==> src/rtl/dmac_pkg.sv <==
package dmac_pkg;

    typedef enum logic {
        COMB_ADD = 1'b0,
        COMB_SUB = 1'b1
    } comb_op_e;

    typedef struct packed {
        logic     swap;
        comb_op_e op;
        logic     acc_en;
        logic     long_m;
    } dmac_ctl_t;

    localparam dmac_ctl_t CTL_IDLE = '{swap: 1'b0, op: COMB_ADD, acc_en: 1'b0, long_m: 1'b0};

    function automatic dmac_ctl_t pack_ctl(input logic swap, input logic sub,
                                           input logic acc_en, input logic long_m);
        dmac_ctl_t c;
        c.swap   = swap;
        c.op     = sub ? COMB_SUB : COMB_ADD;
        c.acc_en = acc_en;
        c.long_m = long_m;
        return c;
    endfunction

endpackage

==> src/rtl/dmac_mul_stage.sv <==
module dmac_mul_stage
    import dmac_pkg::*;
#(
    parameter int HALF_W = 16
) (
    input  logic                  clk,
    input  logic                  rst,
    input  logic                  vld_i,
    input  logic [2*HALF_W-1:0]   a_i,
    input  logic [2*HALF_W-1:0]   b_i,
    input  logic [4*HALF_W-1:0]   acc_i,
    input  dmac_ctl_t             ctl_i,
    output logic                  vld_o,
    output logic [1:0][2*HALF_W-1:0] prod_o,
    output logic [4*HALF_W-1:0]   acc_o,
    output dmac_ctl_t             ctl_o
);
    localparam int P_W = 2 * HALF_W;
    localparam int A_W = 4 * HALF_W;

    logic [1:0][P_W-1:0] prod_d;

    // lane 0 multiplies the low halves, lane 1 the high halves
    for (genvar g = 0; g < 2; g++) begin : g_lane
        logic [HALF_W-1:0]        a_half;
        logic [HALF_W-1:0]        b_half;
        logic signed [P_W-1:0]    p;
        assign a_half = a_i[g*HALF_W +: HALF_W];
        assign b_half = ctl_i.swap ? b_i[(1-g)*HALF_W +: HALF_W]
                                   : b_i[g*HALF_W +: HALF_W];
        assign p         = $signed(a_half) * $signed(b_half);
        assign prod_d[g] = p;
    end

    always_ff @(posedge clk) begin
        if (rst) begin
            vld_o  <= 1'b0;
            prod_o <= '0;
            acc_o  <= '0;
            ctl_o  <= CTL_IDLE;
        end else begin
            vld_o <= vld_i;
            if (vld_i) begin
                prod_o <= prod_d;
                acc_o  <= acc_i;
                ctl_o  <= ctl_i;
            end
        end
    end

    logic unused_w;
    assign unused_w = ^A_W;

endmodule

==> src/rtl/dmac_acc_stage.sv <==
module dmac_acc_stage
    import dmac_pkg::*;
#(
    parameter int HALF_W = 16
) (
    input  logic                     clk,
    input  logic                     rst,
    input  logic                     vld_i,
    input  logic [1:0][2*HALF_W-1:0] prod_i,
    input  logic [4*HALF_W-1:0]      acc_i,
    input  dmac_ctl_t                ctl_i,
    output logic                     vld_o,
    output logic [4*HALF_W-1:0]      res_o,
    output logic                     ovf_o
);
    localparam int W   = 2 * HALF_W;
    localparam int L_W = 2 * W;

    logic [W:0]     ext_lo, ext_hi, comb;
    logic [W+1:0]   short_sum, short_acc;
    logic [L_W-1:0] long_sum, long_acc;
    logic           short_ovf;
    logic [L_W-1:0] res_d;

    assign ext_lo = {prod_i[0][W-1], prod_i[0]};
    assign ext_hi = {prod_i[1][W-1], prod_i[1]};
    assign comb   = (ctl_i.op == COMB_SUB) ? ext_lo - ext_hi : ext_lo + ext_hi;

    assign short_acc = ctl_i.acc_en ? {{2{acc_i[W-1]}}, acc_i[W-1:0]} : '0;
    assign short_sum = {comb[W], comb} + short_acc;
    // exact value fits when the top three bits agree
    assign short_ovf = !((short_sum[W+1:W-1] == 3'b000) || (short_sum[W+1:W-1] == 3'b111));

    assign long_acc = ctl_i.acc_en ? acc_i : '0;
    assign long_sum = {{(L_W-W-1){comb[W]}}, comb} + long_acc;

    assign res_d = ctl_i.long_m ? long_sum : {{W{1'b0}}, short_sum[W-1:0]};

    always_ff @(posedge clk) begin
        if (rst) begin
            vld_o <= 1'b0;
            res_o <= '0;
            ovf_o <= 1'b0;
        end else begin
            vld_o <= vld_i;
            if (vld_i) begin
                res_o <= res_d;
                if (!ctl_i.long_m && short_ovf) ovf_o <= 1'b1;
            end
        end
    end

endmodule

==> src/rtl/dual_mac16.sv <==
module dual_mac16
    import dmac_pkg::*;
#(
    parameter int HALF_W = 16
) (
    input  logic                  clk,
    input  logic                  rst,
    input  logic                  vld_i,
    input  logic [2*HALF_W-1:0]   src_a_i,
    input  logic [2*HALF_W-1:0]   src_b_i,
    input  logic [4*HALF_W-1:0]   acc_i,
    input  logic                  swap_i,
    input  logic                  sub_i,
    input  logic                  acc_en_i,
    input  logic                  long_i,
    output logic                  vld_o,
    output logic [4*HALF_W-1:0]   res_o,
    output logic                  ovf_o
);
    localparam int W = 2 * HALF_W;

    dmac_ctl_t           ctl_in, ctl_s1;
    logic                vld_s1;
    logic [1:0][W-1:0]   prod_s1;
    logic [2*W-1:0]      acc_s1;

    assign ctl_in = pack_ctl(swap_i, sub_i, acc_en_i, long_i);

    dmac_mul_stage #(.HALF_W(HALF_W)) i_mul (
        .clk(clk), .rst(rst), .vld_i(vld_i),
        .a_i(src_a_i), .b_i(src_b_i), .acc_i(acc_i), .ctl_i(ctl_in),
        .vld_o(vld_s1), .prod_o(prod_s1), .acc_o(acc_s1), .ctl_o(ctl_s1)
    );

    dmac_acc_stage #(.HALF_W(HALF_W)) i_acc (
        .clk(clk), .rst(rst), .vld_i(vld_s1),
        .prod_i(prod_s1), .acc_i(acc_s1), .ctl_i(ctl_s1),
        .vld_o(vld_o), .res_o(res_o), .ovf_o(ovf_o)
    );

endmodule

==> config.mk <==
export PLATFORM = sky130hd
export DESIGN_NAME = dual_mac16
export DESIGN_NICKNAME = d
export VERILOG_FILES = /design/src/rtl/dmac_pkg.sv /design/src/rtl/dmac_mul_stage.sv /design/src/rtl/dmac_acc_stage.sv /design/src/rtl/dual_mac16.sv
export SDC_FILE = /design/constraint.sdc
export NUM_CORES = 2
export LEC_CHECK = 0
export BUFFER_PORTS_ARGS = -buffer_cell sky130_fd_sc_hd__buf_2
export CORE_ASPECT_RATIO = 1.75
export CORE_MARGIN = 2
export CORE_UTILIZATION = 58
export DETAILED_ROUTE_END_ITERATION = 16
export HOLD_SLACK_MARGIN = 0.15
export PLACE_DENSITY = 0.86
export RECOVER_POWER = 100
export SLEW_MARGIN = 10
export SYNTH_ARGS = -nofsm -noshare
export SYNTH_HDL_FRONTEND = slang
export SYNTH_HIERARCHICAL = 1
export SYNTH_SLANG_ARGS = --single-unit
==> constraint.sdc <==
create_clock -name clk -period 7.1 [get_ports clk]
set_input_delay 0 -clock clk [delete_from_list [all_inputs] [get_ports clk]]
set_output_delay 0 -clock clk [all_outputs]
set_load 0.05 [all_outputs]
==> results.py <==
metrics = {
    "setup_path": {
        "startpoint_type": "flip-flop",
        "crit_path_start": "i_mul/prod_o[35]$_SDFFE_PP0P_",
        "crit_required_ns": 7.42,
        "cp_max_fo": 6,
        "crit_slowest_cell": "or4_4",
        "cp-end-kind": "flip-flop",
        "cpPeakStageDelay_ns": 0.57,
        "crit_path_frequent_cell": "a21o_1",
        "cp.arrival_ns": 7.18,
        "reg2reg_from": "i_mul/prod_o[35]$_SDFFE_PP0P_",
        "critical_path_class": "flip-flop to flip-flop",
    },
    "global_route": {
        "grt_first_pass_wirelength_mm": 154,
        "first_global_vias": 30859,
        "track_usage_pct": 33.1,
        "grt_max_degree": 78,
        "grt_antenna_before_repair": 0,
        "grt_overflow": 0,
    },
    "die": {
        "start_util_pct": 58.6,
        "die_height_um": 322,
        "core_area_um2": 57000,
        "die_area_um2": 59700,
        "ioPinCount": 201,
        "rows": 116,
        "die_x_um": 186,
    },
    "routing": {
        "drc": 0,
        "dr.pass1.iters": 6,
        "wire_per_inst_um": 19.7,
        "wl_met2_mm": 49.4,
        "ant_nets": 0,
        "dr_wl_met3_mm": 6.17,
        "m1WireLength_mm": 32.6,
        "top_layer_used": "met4",
        "drt_iter0_drc": 1670,
        "num_vias": 28665,
        "wirelength_mm": 96.7,
        "viasPerCell": 5.83,
    },
    "placed_design": {
        "gp_congestion": 0.974,
        "hpwl_mm": 75.6,
        "dp_slack_ns": -0.0293,
        "dp_cells": 4758,
        "io_buffer_count": 200,
        "place_area_um2": 35600,
    },
    "min_path": {
        "hold_class": "primary input to flip-flop",
        "hold_start": "src_b_i[0]",
    },
    "cts": {
        "cts_htree_levels": 4,
        "cts_tree": "done",
        "cts_sinks": 198,
        "numCtsBuffers": 17,
        "cts_root_buf": "clkbuf_16",
        "clk_latency_ns": 0.47,
        "cts.path.max_buffers": 2,
        "clk_pin_slew_ns": 0.08,
    },
    "timing": {
        "skew_ns": 0.0197,
        "fmax_mhz": 146,
        "hold_viol": 0,
        "tns_ns": 0,
        "worst_slack_ns": 0.248,
        "rsz0062_at_grt": "true",
        "fin_crit_sh_pct": 96.5,
        "worst_pin_slew_ns": 3.45,
        "maxSlewViolCount": 217,
        "slew_headroom_pct": -130,
        "setup_violations": 0,
        "fin_crit_ns": 6.85,
    },
    "final_layout": {
        "multi_input_area_um2": 26700,
        "mostFrequentLayoutCell": "inv_1",
        "diodes": 0,
        "seq_area_um2": 3970,
        "layout.cells.non_filler": 4915,
        "drive_gt1_share_pct": 9.57,
        "areaGrowthSynthToFinish_pct": 12.2,
        "fin_area_um2": 37500,
        "num-fill-cells": 4553,
        "nets": 5045,
        "final_cell_mix": "inv_1, fa_1, nand2_1, nor2_1, ha_1",
    },
    "synth": {
        "synth_cells": 3844,
        "synthesis.nets": 4754,
        "synth.avg_cell_area_um2": 8.70,
        "synth_warnings": 6,
        "syn-cell-area_um2": 33400,
    },
    "status": {
        "status": "finished, violations left",
        "violations": "max-capacitance violations, max-slew violations",
    },
    "run": {
        "cap_violations": 4,
    },
}
-- sequential cells by signal, indices dropped and copies added, names as in the netlist --
register	cells
i_acc/ovf_o	1
i_acc/res_o	64
i_acc/vld_o	1
i_mul/acc_o	64
i_mul/ctl_o	3
i_mul/prod_o	64
i_mul/vld_o	1
-- final cells by class --
| cell class | count | area share [%] |
|---|---|---|
| multi-input cells | 2865 | 71.2 |
| inverters | 617 | 6.17 |
| well taps | 767 | 2.56 |
| clock buffers | 18 | 1.17 |
| repair buffers | 436 | 7.91 |
| clock inverters | 14 | 0.463 |
| flip-flops and latches | 198 | 10.6 |
-- final timing paths --
kind	end	slack, ns	cells after the start
worst min-delay path	i_mul/prod_o[0]$_SDFFE_PP0P_	0.25	6
worst min register to register	i_acc/res_o[53]$_SDFFE_PP0P_	0.45	2
worst max register to register	i_acc/res_o[37]$_SDFFE_PP0P_	0.25	33
worst max-delay path	i_acc/res_o[37]$_SDFFE_PP0P_	0.25	33
-- repair_timing --
action                                  CTS  global route
endpoints found under the setup margin    2            24
pin swaps                                 0            33
buffers inserted                          0            14
gates resized for setup                   6            46
hold buffers                            111             0
endpoints found under the hold margin   109             0
-- metal layers --
layer / vias to the layer above / track usage, %
li1: 12912 / -
met1: 13926 / 33.9
met2: 1330 / 59.9
met3: 497 / 4.66
met4: 0 / 25.7
met5: - / 0
-- worst max-delay path, delay by kind of cell, from the launching register on --
| kind | cells | cell delay, ns |
|---|---|---|
| buf+inv | 4 | 0.59 |
| simple gates | 6 | 1.83 |
| compound gates | 18 | 2.94 |
| flops | 1 | 0.32 |
| xor+xnor | 3 | 0.42 |
| fa+ha+maj | 2 | 0.59 |
-- per-stage QoR --
| step | hold slack [ns] | utilization [%] |
|---|---|---|
| 2_1_floorplan | 0.147 | - |
| 3_3_place_gp | 0.236 | 62.4 |
| 3_5_place_dp | 0.240 | 62.4 |
| 4_1_cts | 0.225 | 65.5 |
| 5_1_grt | 0.284 | 65.8 |
| 6_report | 0.252 | 65.8 |
Power is left out: the tool's default activity adds up to more than one toggle a clock period on the data nets, which glitch-free logic cannot reach.
